[config.mk]
export PLATFORM = sky130hd
export DESIGN_NAME = exc_seq
export DESIGN_NICKNAME = d
export VERILOG_FILES = /design/src/rtl/exc_pkg.sv /design/src/rtl/exc_arb.sv /design/src/rtl/exc_srr1.sv /design/src/rtl/exc_seq.sv
export SDC_FILE = /design/constraint.sdc
export NUM_CORES = 1
export LEC_CHECK = 0
export CAP_MARGIN = 15
export CORE_ASPECT_RATIO = 1.2
export CORE_MARGIN = 5
export CORE_UTILIZATION = 45
export CTS_BUF_LIST = sky130_fd_sc_hd__clkbuf_4 sky130_fd_sc_hd__clkbuf_8
export CTS_CLUSTER_DIAMETER = 200
export CTS_CLUSTER_SIZE = 10
export DETAILED_ROUTE_END_ITERATION = 16
export PLACE_DENSITY = 0.8
export SLEW_MARGIN = 0
export SYNTH_ARGS = -nofsm -noshare
export SYNTH_HDL_FRONTEND = slang
export SYNTH_HIERARCHICAL = 1
export SYNTH_SLANG_ARGS = --single-unit
export TNS_END_PERCENT = 5
[constraint.sdc]
create_clock -name clk -period 3.75 [get_ports clk]
set_input_delay 0.375 -clock clk [delete_from_list [all_inputs] [get_ports clk]]
set_output_delay 0.375 -clock clk [all_outputs]
set_load 0.01 [all_outputs]
[src/rtl/exc_pkg.sv]
package exc_pkg;
    localparam int XLEN   = 32;
    localparam int NCAUSE = 7;
    localparam int CW     = 3;

    // cause indices, lower index = higher priority
    localparam logic [CW-1:0] C_RST = 3'd0;
    localparam logic [CW-1:0] C_MCK = 3'd1;
    localparam logic [CW-1:0] C_ISI = 3'd2;
    localparam logic [CW-1:0] C_DSI = 3'd3;
    localparam logic [CW-1:0] C_SC  = 3'd4;
    localparam logic [CW-1:0] C_EXT = 3'd5;
    localparam logic [CW-1:0] C_DEC = 3'd6;
    localparam logic [CW-1:0] SVC_NONE = 3'd7;

    localparam int ORD_FIRST  = 2;  // first ordered cause
    localparam int MASK_FIRST = 5;  // first EE-gated cause

    // little-endian positions of big-endian MSR bits
    localparam int B_EE = XLEN - 1 - 16;
    localparam int B_PR = XLEN - 1 - 17;
    localparam int B_ME = XLEN - 1 - 19;
    localparam int B_IP = XLEN - 1 - 25;
    localparam int B_IR = XLEN - 1 - 26;
    localparam int B_DR = XLEN - 1 - 27;

    function automatic logic [XLEN-1:0] keep_mask();
        logic [XLEN-1:0] m;
        m = '0;
        for (int be = 0; be < XLEN; be++) begin
            if (be == 0 || (be >= 5 && be <= 9) || be >= 16)
                m[XLEN-1-be] = 1'b1;
        end
        return m;
    endfunction

    function automatic logic [11:0] vec_off(logic [CW-1:0] c);
        logic [11:0] o;
        case (c)
            C_RST:   o = 12'h100;
            C_MCK:   o = 12'h200;
            C_DSI:   o = 12'h300;
            C_ISI:   o = 12'h400;
            C_EXT:   o = 12'h500;
            C_DEC:   o = 12'h900;
            default: o = 12'hC00;
        endcase
        return o;
    endfunction
endpackage

[src/rtl/exc_arb.sv]
module exc_arb
    import exc_pkg::*;
(
    input  logic              clk,
    input  logic              rst_n,
    input  logic [NCAUSE-1:0] pend,
    input  logic              ee,
    input  logic [CW-1:0]     svc,
    output logic              any,
    output logic [CW-1:0]     idx,
    output logic [NCAUSE-1:0] grant
);
    logic [NCAUSE-1:0] elig;

    for (genvar i = 0; i < NCAUSE; i++) begin : g_elig
        if (i < ORD_FIRST) begin : g_unord
            assign elig[i] = pend[i];
        end else if (i < MASK_FIRST) begin : g_ord
            assign elig[i] = pend[i] && (CW'(i) < svc);
        end else begin : g_mask
            assign elig[i] = pend[i] && (CW'(i) < svc) && ee;
        end
    end

    always_comb begin
        any   = 1'b0;
        idx   = '0;
        grant = '0;
        for (int i = NCAUSE - 1; i >= 0; i--) begin
            if (elig[i]) begin
                any   = 1'b1;
                idx   = CW'(i);
                grant = NCAUSE'(1) << i;
            end
        end
    end


    grant_onehot_chk: assert property (@(posedge clk) disable iff (!rst_n)
        $onehot0(grant) && (any == (grant != '0)));


    ee_gate_chk: assert property (@(posedge clk) disable iff (!rst_n)
        (grant[C_EXT] || grant[C_DEC]) |-> ee);
endmodule

[src/rtl/exc_srr1.sv]
module exc_srr1
    import exc_pkg::*;
(
    input  logic [XLEN-1:0] msr_in,
    input  logic [CW-1:0]   cause,
    input  logic [3:0]      isi_st,
    output logic [XLEN-1:0] srr1_out
);
    localparam logic [XLEN-1:0] KEEP = keep_mask();

    logic [XLEN-1:0] info;

    always_comb begin
        info = '0;
        if (cause == C_ISI) begin
            info[XLEN-1-1]  = isi_st[0];
            info[XLEN-1-3]  = isi_st[1];
            info[XLEN-1-4]  = isi_st[2];
            info[XLEN-1-10] = isi_st[3];
        end
        srr1_out = (msr_in & KEEP) | (info & ~KEEP);
    end
endmodule

[src/rtl/exc_seq.sv]
module exc_seq
    import exc_pkg::*;
#(
    parameter logic [31:0] HI_BASE = 32'hFFF0_0000,
    parameter logic [31:0] MSR_RST = 32'h0000_1040
) (
    input  logic              clk,
    input  logic              rst_n,
    input  logic [NCAUSE-1:0] exc_req,
    input  logic [3:0]        isi_st,
    input  logic [XLEN-1:0]   cur_pc,
    input  logic [XLEN-1:0]   next_pc,
    input  logic              rfi,
    input  logic              msr_we,
    input  logic [XLEN-1:0]   msr_wdata,
    output logic              fetch_vld,
    output logic [XLEN-1:0]   fetch_addr,
    output logic [XLEN-1:0]   msr,
    output logic [XLEN-1:0]   srr0,
    output logic [XLEN-1:0]   srr1,
    output logic              checkstop
);
    typedef enum logic {S_RUN, S_STOP} st_e;

    localparam logic [XLEN-1:0] CLR_ON_ENTRY =
        (XLEN'(1) << B_PR) | (XLEN'(1) << B_IR) | (XLEN'(1) << B_DR);

    st_e               st_q, st_n;
    logic [NCAUSE-1:0] pend_q, grant;
    logic              any;
    logic [CW-1:0]     idx, svc_q;
    logic [3:0]        isi_q;
    logic              halt, take, ret;
    logic              vec_q;
    logic [XLEN-1:0]   srr1_new, srr0_new, vec_addr;

    exc_arb u_arb (
        .clk  (clk),
        .rst_n(rst_n),
        .pend (pend_q),
        .ee   (msr[B_EE]),
        .svc  (svc_q),
        .any  (any),
        .idx  (idx),
        .grant(grant)
    );

    exc_srr1 u_srr1 (
        .msr_in  (msr),
        .cause   (idx),
        .isi_st  (isi_q),
        .srr1_out(srr1_new)
    );

    always_comb begin
        halt     = (st_q == S_RUN) && any && (idx == C_MCK) && !msr[B_ME];
        take     = (st_q == S_RUN) && any && !halt;
        ret      = (st_q == S_RUN) && !any && rfi;
        vec_addr = (msr[B_IP] ? HI_BASE : '0) | {{(XLEN-12){1'b0}}, vec_off(idx)};
        case (idx)
            C_RST, C_SC, C_EXT, C_DEC: srr0_new = next_pc;
            default:                   srr0_new = cur_pc;
        endcase
    end

    // state register
    always_ff @(posedge clk or negedge rst_n) begin
        if (!rst_n) st_q <= S_RUN;
        else        st_q <= st_n;
    end

    // next state
    always_comb begin
        st_n = st_q;
        unique case (st_q)
            S_RUN:  if (halt) st_n = S_STOP;
            S_STOP: st_n = S_STOP;
        endcase
    end

    // registers and outputs
    always_ff @(posedge clk or negedge rst_n) begin
        if (!rst_n) begin
            pend_q     <= '0;
            isi_q      <= '0;
            svc_q      <= SVC_NONE;
            msr        <= MSR_RST;
            srr0       <= '0;
            srr1       <= '0;
            fetch_vld  <= 1'b0;
            fetch_addr <= '0;
            vec_q      <= 1'b0;
        end else begin
            pend_q    <= (pend_q & ~(take ? grant : '0)) | exc_req;
            fetch_vld <= take || ret;
            vec_q     <= take;
            if (exc_req[C_ISI]) isi_q <= isi_st;
            if (take) begin
                srr0       <= srr0_new;
                srr1       <= srr1_new;
                msr        <= msr & ~CLR_ON_ENTRY;
                fetch_addr <= vec_addr;
                svc_q      <= idx;
            end else if (ret) begin
                msr        <= srr1;
                fetch_addr <= srr0;
                svc_q      <= SVC_NONE;
            end else if (st_q == S_RUN && msr_we) begin
                msr <= msr_wdata;
            end
        end
    end

    assign checkstop = (st_q == S_STOP);


    stop_sticky_chk: assert property (@(posedge clk) disable iff (!rst_n)
        checkstop |=> checkstop);


    stop_quiet_chk: assert property (@(posedge clk) disable iff (!rst_n)
        (st_q == S_STOP) |=> !fetch_vld);


    vec_align_chk: assert property (@(posedge clk) disable iff (!rst_n)
        vec_q |-> (fetch_addr[7:0] == 8'h00) && fetch_vld);


    pend_clear_chk: assert property (@(posedge clk) disable iff (!rst_n)
        (take && ((exc_req & grant) == '0)) |=> ((pend_q & $past(grant)) == '0));


    ret_restore_chk: assert property (@(posedge clk) disable iff (!rst_n)
        ret |=> (msr == $past(srr1)) && (fetch_addr == $past(srr0)));
endmodule

* After elaboration in Yosys (flattened, before gate mapping)
Index checks and enable logic that the tools add are counted.
Operators by class: magnitude comparators 5, bitwise operators 7, multiplexer cells 37, reduce and logical (&&, ||, !) cells 24, equal/unequal tests 6
Operators by type and width (count):
- $mux W32 | 6
- $pmux W12 S6 | 1
- $mux W7 | 8
- $or A32 B12 Y32 | 1
- $or A32 B31 Y32 | 1
- $mux W3 | 9
- $mux W15 | 1
- $logic_and A1 B1 Y1 | 14
- $mux W1 | 10
- $eq A3 B3 Y1 const B | 3
- $lt A3 B3 Y1 const A | 3
- $and A7 B7 Y7 | 1
- $not A7 Y7 | 1
- $or A7 B7 Y7 | 1
- $eq A3 B2 Y1 const B | 2
- $lt A2 B3 Y1 const A | 2
- $reduce_bool A2 Y1 | 2
- $reduce_or A4 Y1 | 1
- $eq A3 B1 Y1 const B | 1
- $logic_not A1 Y1 | 3
- $logic_not A3 Y1 | 1
- $reduce_bool A3 Y1 | 1
- $mux W2 | 1
- $not A1 Y1 | 2
- 3 further kinds | 3
Word-level totals: register bits after elaboration 144, output and inout bits 130, logic and storage cells 89

* Logic depth before layout (Yosys ltp)
Gate-level depths: netlist of the first run.
word-level depth 19, depth in mapped cells 9

* By module
The synthesis of the first run kept the hierarchy.
By module, submodules not included:
- exc_seq | times used 1, area each 6369.9 µm², cells each 525, seq. area each 3609.7 µm²
- exc_srr1 | times used 1, area each 264.0 µm², cells each 33, seq. area each 0.0 µm²
- exc_arb | times used 1, area each 166.4 µm², cells each 26, seq. area each 0.0 µm²

* Worst setup path after synthesis of the first run
OpenSTA, ideal clock, no wires.
path type register to register, start register pend_q[0], end register srr0[1], setup time 135 ps, slack 862 ps, cell stages (with the launch flop) 10, buffers on the path 2, arrival 2752 ps, period minus slack after synthesis 2888 ps, cells stage by stage dfrtp_1 > or2_4 > a221o_2 > nor3_1 > inv_1 > fa_1 > clkbuf_1 > clkbuf_1 > mux2i_1 > o21ai_0
On the way: word-level cells in the longest chain between the ends 6, elaborated cells between the ends (all ways) 14, classes of those cells eq/ne (4); mux (3); reduce/logical (7)
RTL lines:
- start: declaration | line exc_seq.sv:29 | logic [NCAUSE-1:0] pend_q, grant;
- start signal: assignment | line exc_seq.sv:94 | pend_q <= (pend_q & ~(take ? grant : '0)) | exc_req;
- $mux W3 * | line exc_arb.sv:30 | if (elig[i]) begin
- via idx[2] | line exc_seq.sv:31 | logic [CW-1:0] idx, svc_q;
- $eq A3 B1 Y1 | line exc_seq.sv:56 | halt = (st_q == S_RUN) && any && (idx == C_MCK) && !msr[B_ME];
- $logic_and A1 B1 Y1 (2 in a row) | line exc_seq.sv:56
- $logic_not A1 Y1 | line exc_seq.sv:57 | take = (st_q == S_RUN) && any && !halt;
- $logic_and A1 B1 Y1 | line exc_seq.sv:57
- end signal: assignment | line exc_seq.sv:99 | srr0 <= srr0_new;
- end: declaration | line exc_seq.sv:19 | output logic [XLEN-1:0] srr0,
Mark *: on every way through the listed nets, which the timed path passes. The rest lies on a longest branch. A chain may end at the register's enable or synchronous reset.

* Worst setup path after layout of the first run
start register svc_q[2], end register msr[20]
On the way: elaborated cells between the ends (all ways) 39, classes of those cells order compare (5); eq/ne (1); mux (15); bitwise (1); reduce/logical (17)
RTL lines:
- start: declaration | line exc_seq.sv:31
- start signal: assignment | line exc_seq.sv:103 | svc_q <= idx;
- $lt A3 B3 Y1 | line exc_arb.sv:21 | assign elig[i] = pend[i] && (CW'(i) < svc) && ee;
- $logic_and A1 B1 Y1 (2 in a row) | line exc_arb.sv:21
- $mux W3 (3 in a row) | line exc_arb.sv:30
- $mux W3 * (3 in a row) | line exc_arb.sv:30
- via idx[0] | line exc_seq.sv:31
- $eq A3 B1 Y1 * | line exc_seq.sv:56
- $logic_and A1 B1 Y1 * (2 in a row) | line exc_seq.sv:56
- $logic_not A1 Y1 * | line exc_seq.sv:57
- $logic_and A1 B1 Y1 * | line exc_seq.sv:57
- $not A1 Y1 (no line) *
- $reduce_and A2 Y1 (no line) *
- end signal: assignment | line exc_seq.sv:101 | msr <= msr & ~CLR_ON_ENTRY;
- end signal: assignment | line exc_seq.sv:105 | msr <= srr1;
- end signal: assignment | line exc_seq.sv:109 | msr <= msr_wdata;
- end: declaration | line exc_seq.sv:18 | output logic [XLEN-1:0] msr,
Marked as above.

==> results of run 1 <==
-- per-stage QoR --
stage               total power, mW  hold WS, ns  area, µm²  utilization  worst slack, ns
floorplan                      4.09       0.0794       6820            -            0.862
global placement               5.52        0.488       9230        0.619            0.671
detailed placement             5.63        0.495       9230        0.620            0.557
CTS                            6.74        0.118       9580        0.643            0.539
global route                   7.09        0.147       9580        0.643            0.360
finish                         6.66       0.0959       9580        0.643            0.534
-- state kept, by name, indices dropped and copies added, names as in the netlist --
register and cells:
checkstop 1, fetch_addr 32, fetch_vld 1, isi_q 4, msr 32, pend_q 7
srr0 32, srr1 32, svc_q 3
-- area by class of cell --
cell class / count / area, µm² / area share
clock inverter: 12 / 86.3 / 0.00902
clock buffer: 19 / 255 / 0.0267
multi-input combinational: 369 / 2800 / 0.292
inverter: 8 / 30.0 / 0.00314
sequential: 144 / 3610 / 0.377
tap: 204 / 255 / 0.0267
timing repair buffer: 259 / 2540 / 0.266
-- kinds of logic (layout without fill, tap and decap cells) --
family	count (synthesis)	after routing	share of synthesized area
AOI/OAI and AO/OA	124	124	0.108
xor gates and xnor gates	2	2	0.00258
adders and majority gates	1	1	0.00294
buffers and inverters	76	298	0.0640
DFF	144	144	0.531
muxes	132	132	0.217
other	1	6	0.000551
and+or+nand+nor	104	104	0.0743
-- critical path: stages (launching register included) --
cell and delay [ns]:
dfstp_2 0.60, and4b_1 0.27, a22o_1 0.14, a21o_1 0.12
buf_4 0.17, or4b_1 0.68, a221oi_4 0.37, buf_4 0.36
mux2_2 0.38
-- power breakdown --
part           total [mW]  internal, mW  switching (mW)
combinational        2.97          1.70            1.27
sequential           2.61          2.16           0.445
clock                1.08         0.481           0.603
-- layer usage --
layer / wire (µm) / vias up
li1: - / 2454
met1: 6940 / 2612
met2: 9370 / 246
met3: 1760 / 23
met4: 265 / 0
met5: 0 / -
-- layout by cell type (no fill, tap or decap), types with 2 or more instances in the layout --
master / count
mux2_2: 84
a221oi_1: 3
clkinv_4: 2
dfstp_2: 5
a21oi_1: 18
nand3_1: 8
nand2_1: 65
clkinv_2: 4
conb_1: 6
clkinvlp_4: 3
nor2_1: 5
and4bb_2: 4
dfrtp_1: 139
a21o_1: 11
buf_4: 18
clkdlybuf4s50_1: 239
a31oi_1: 14
mux2i_1: 38
mux2_4: 10
nor3_1: 5
o22ai_1: 2
inv_1: 8
nand2b_1: 5
inv_6: 3
clkbuf_8: 18
o21ai_0: 67
-- path summary, 6_finish.rpt --
path / slack [ns] / endpoint / depth (start not counted) / from
worst max-delay path: 0.53 / msr[20]$_DFFE_PN0P_ / 8 / svc_q[2]$_DFFE_PN1P_
worst min-delay path: 0.1 / srr0[24]$_DFFE_PN0N_ / 1 / rst_n
worst max register to register: 0.53 / msr[20]$_DFFE_PN0P_ / 8 / svc_q[2]$_DFFE_PN1P_
worst min register to register: 0.51 / msr[20]$_DFFE_PN0P_ / 1 / msr[20]$_DFFE_PN0P_
max in group asynchronous: 2.80 / srr1[30]$_DFFE_PN0N_ / 2 / rst_n
min in group clk: 0.51 / msr[20]$_DFFE_PN0P_ / 1 / msr[20]$_DFFE_PN0P_
==> impl_metrics.py, run 1 <==
metrics = {
    "die": {
        "fp.dieH_um": 145,
        "initial_core_util": 0.456,
        "dieWidth_um": 122,
        "ios": 241,
        "die-area_um2": 17700,
        "core-area_um2": 14900,
        "row_count": 49,
    },
    "sta": {
        "fin_setup_tns_ns": 0,
        "timing.final.crit_share": 0.857,
        "finalSetupViolations": 0,
        "finalHoldViolCount": 0,
        "skew_ns": 0.0147,
        "rsz0062_at_grt": "no",
        "timing.final.crit_period_ns": 3.22,
        "fmax_mhz": 311,
        "timing.slew.headroom": 0.321,
        "worst_slew_pin_slew_ns": 1.02,
        "drv_slew": 0,
    },
    "synthesis": {
        "synth.top_cell.area_share": 0.511,
        "ys_ff_latch": 144,
        "synth_area_leader_cell": "dfrtp_1",
        "yosysUniqueCellTypes": 48,
        "syn_area_um2": 6800,
        "seq_area_frac_synth": 0.531,
        "syn_area_per_cell_um2": 11.6,
        "synthTopCellsByCount": "139 x dfrtp_1, 84 x mux2_2, 67 x o21ai_0, 65 x nand2_1, 38 x mux2i_1",
        "synth_edf_count": 0,
        "synth_warnings": 6,
        "postSynth.asyncResetShare": 1.00,
        "synth.area.top_cells": "dfrtp_1 51%, mux2_2 14%, mux2i_1 5.6%",
        "yosys.cell_count.top_type": "dfrtp_1",
        "netlist_instances": 584,
        "synth-main-ff-cell": "dfrtp_1",
    },
    "placed_design": {
        "dp_hpwl_um": 13400,
        "placedCellCount": 984,
        "portBuffers": 240,
        "place_congestion": 0.812,
    },
    "drt": {
        "detail_route.vias_per_cell": 5.26,
        "drt-initial-drc-count": 251,
        "post_drt_wl_per_cell_um": 18.1,
        "vias": 5335,
        "drt_first_pass_iters": 4,
        "antenna_left": 0,
        "drt_wl_total_um": 18300,
        "drc": 0,
    },
    "global_routing": {
        "grt_max_degree": 116,
        "gr-usage-met1": 0.245,
        "grt_util_met2": 0.367,
        "grt_pass1_vias": 5611,
        "gr-total-overflow": 0,
        "grt_busiest_layer": "met2",
        "grt_usage": 0.212,
        "met3_usage": 0.0836,
        "grt_pass1_wl_um": 29200,
        "antenna_found_initial": 0,
    },
    "clock_tree": {
        "clock-root-buffer": "clkbuf_8",
        "clock_path_buffers": 2,
        "cts_tree": "built",
        "ctsResizeCount": 0,
        "clk-insertion-delay-late_ns": 0.43,
        "postCtsHoldBufs": 0,
        "clk_pin_slew_worst_paths_ns": 0.09,
        "cts_sinks": 144,
        "cts_inserted_buffers": 17,
        "cts_setup_buffers": 0,
        "htreeDepth": 4,
    },
    "setup_path": {
        "crit_arrival_ns": 3.53,
        "critPathLaunchType": "flip-flop",
        "endpoint_kind": "flip-flop",
        "required_ns": 4.06,
        "crit_type": "reg -> reg",
        "cp_max_fo": 20,
    },
    "worst_hold_path": {
        "hold_class": "in -> async",
    },
    "layout": {
        "area_growth_pct": 40.8,
        "layout-drive-gt1-share": 0.202,
        "fillerInstances": 1187,
        "diodes": 0,
        "fin_cells": 1015,
        "fin_nets": 911,
    },
    "power": {
        "pwr_density_cell_nw_per_um2": 696,
        "vdd.ir_drop.worst_mv": 0.344,
        "total_leakage_power_nw": 3.95,
    },
    "flow_run": {
        "maxCapViolCount": 0,
    },
    "outcome": {
        "status": "completed",
    },
}
No activity file was read; power rests on OpenSTA's default activity.
==> inputs of run 2 (changes only) <==
--- a/config.mk
+++ b/config.mk
@@ -13,7 +13,7 @@
 export CTS_CLUSTER_DIAMETER = 200
 export CTS_CLUSTER_SIZE = 10
 export DETAILED_ROUTE_END_ITERATION = 16
-export PLACE_DENSITY = 0.8
+export PLACE_DENSITY_LB_ADDON = 0.08
 export SLEW_MARGIN = 0
 export SYNTH_ARGS = -nofsm -noshare
 export SYNTH_HDL_FRONTEND = slang
==> run 2 against run 1 <==
The run now ends with hold timing left. Global-route usage fell by 0.49 points. Register-to-register slack got worse by 0.09 ns. Critical path depth fell by 1. Critical endpoint is now msr[19]$_DFFE_PN0P_. Highest routed layer unchanged.
==> impl_metrics.py, run 2 (synthesis results as in run 1) <==
metrics = {
    "layout": {
        "diodes": 0,
        "seq_area_um2": 3610,
        "fin_util": 0.646,
        "multi_input_area_um2": 2800,
        "fillerInstances": 1187,
        "layout_commonest_cell": "clkdlybuf4s50_1",
        "layout_common_cells": "239 x clkdlybuf4s50_1, 139 x dfrtp_1, 84 x mux2_2, 67 x o21ai_0, 65 x nand2_1",
        "fin_nets": 907,
        "layout-drive-gt1-share": 0.199,
        "area_growth_pct": 41.6,
    },
    "drt": {
        "post_drt_wl_per_cell_um": 17.8,
        "detail_route.vias_per_cell": 5.14,
        "drc": 0,
        "drt_first_pass_iters": 4,
        "drt-initial-drc-count": 293,
        "drt_wl_total_um": 18000,
        "vias": 5203,
        "antenna_left": 0,
    },
    "die": {
        "core-area_um2": 14900,
        "fp.dieH_um": 145,
        "row_count": 49,
        "ios": 241,
        "die-area_um2": 17700,
        "initial_core_util": 0.456,
        "dieWidth_um": 122,
    },
    "sta": {
        "timing.final.crit_period_ns": 3.31,
        "timing.final.ws_setup_ns": 0.440,
        "timing.final.crit_share": 0.883,
        "rsz0062_at_grt": "no",
        "finalHoldViolCount": 2,
        "fin_setup_tns_ns": 0,
        "whs_ns": -0.00293,
        "timing.slew.headroom": 0.311,
        "skew_ns": 0.0123,
        "finalSetupViolations": 0,
        "fmax_mhz": 302,
        "drv_slew": 0,
        "worst_slew_pin_slew_ns": 1.03,
    },
    "clock_tree": {
        "cts_tree": "built",
        "clock_path_buffers": 2,
        "clock-root-buffer": "clkbuf_8",
        "cts_setup_buffers": 0,
        "cts_sinks": 144,
        "clk_pin_slew_worst_paths_ns": 0.08,
        "htreeDepth": 4,
        "cts_inserted_buffers": 17,
        "postCtsHoldBufs": 0,
        "ctsResizeCount": 0,
        "clk-insertion-delay-late_ns": 0.43,
    },
    "power": {
        "pwr_density_cell_nw_per_um2": 705,
        "total_leakage_power_nw": 3.95,
        "vdd.ir_drop.worst_mv": 0.375,
    },
    "placed_design": {
        "place_congestion": 0.805,
        "pre_cts_ws_ns": 0.426,
        "dp_hpwl_um": 12900,
        "portBuffers": 240,
    },
    "setup_path": {
        "crit_type": "reg -> reg",
        "r2r_start": "svc_q[2]$_DFFE_PN1P_",
        "endpoint_kind": "flip-flop",
        "required_ns": 4.07,
        "r2r_cells": 7,
        "r2r-end": "msr[19]$_DFFE_PN0P_",
        "cp_max_fo": 25,
        "rrSetupSlack_ns": 0.44,
        "critPathLaunchType": "flip-flop",
        "crit_arrival_ns": 3.63,
    },
    "global_routing": {
        "grt_max_degree": 90,
        "grt_usage": 0.207,
        "gr-total-overflow": 0,
        "grt_pass1_vias": 5689,
        "grt_pass1_wl_um": 28900,
        "antenna_found_initial": 0,
    },
    "flow_run": {
        "maxCapViolCount": 0,
    },
    "outcome": {
        "status": "finished with violations",
        "violations": "hold timing",
    },
    "worst_hold_path": {
        "hold_class": "in -> async",
    },
}
==> run 2: cell count changes in the layout (fill, tap and decap cells not counted), sizes merged <==
cell	before	now
buf	20	16
clkinv	6	5
bufinv	0	2
inv	11	9
clkinvlp	3	5
==> run 2: report_power, final <==
part           switching [mW]  internal [mW]  leakage, nW
logic                    1.27           1.71         2.00
registers               0.445           2.16         1.77
clock network           0.595          0.616        0.188
total                    2.31           4.48         3.95
==> run 2: cell type report <==
type / count / share of cell area
Multi-Input combinational cell: 369 / 0.291
Timing Repair Buffer: 255 / 0.264
Inverter: 8 / 0.00312
Tap cell: 204 / 0.0265
Sequential cell: 144 / 0.375
Clock buffer: 19 / 0.0265
Clock inverter: 13 / 0.0144
==> run 2: worst max path at each step <==
stage               cells past startpoint             endpoint                  from  slack (ns)
detailed placement                      7  msr[17]$_DFFE_PN0P_  svc_q[2]$_DFFE_PN1P_        0.43
CTS                                     7  msr[17]$_DFFE_PN0P_  svc_q[2]$_DFFE_PN1P_        0.41
global placement                        7  msr[19]$_DFFE_PN0P_  svc_q[2]$_DFFE_PN1P_        0.56
finish                                  7  msr[19]$_DFFE_PN0P_  svc_q[2]$_DFFE_PN1P_        0.44
global route                            7  msr[17]$_DFFE_PN0P_  svc_q[2]$_DFFE_PN1P_        0.29
floorplan                               9  srr0[1]$_DFFE_PN0N_   pend_q[0]$_DFF_PN0_        0.86
==> run 2: layer usage <==
layer / part of all wire / vias to the layer above / global-route usage
met3: 0.076 / 16 / 0.0704
li1: - / 2450 / -
met5: 0 / - / 0
met4: 0.011 / 0 / 0.0578
met1: 0.39 / 2560 / 0.241
met2: 0.52 / 177 / 0.365
==> run 2: worst max-delay path, stage by stage (launching register included) <==
cell and delay [ns]:
dfstp_2 0.60, and4b_1 0.26, a22o_1 0.14, a21o_1 0.33
or4b_1 0.70, a221oi_4 0.55, buf_12 0.26, mux2_2 0.35
==> run 2: per-stage QoR <==
step	cell area, µm²	total power [mW]	cells	hold WS [ns]
2_1_floorplan	6820	4.09	589	0.0794
3_3_place_gp	9230	5.56	980	0.487
3_5_place_dp	9230	5.64	980	0.491
4_1_cts	9630	6.88	1012	0.0178
5_1_grt	9630	7.23	1012	0.0611
6_report	9630	6.79	1012	-0.00293
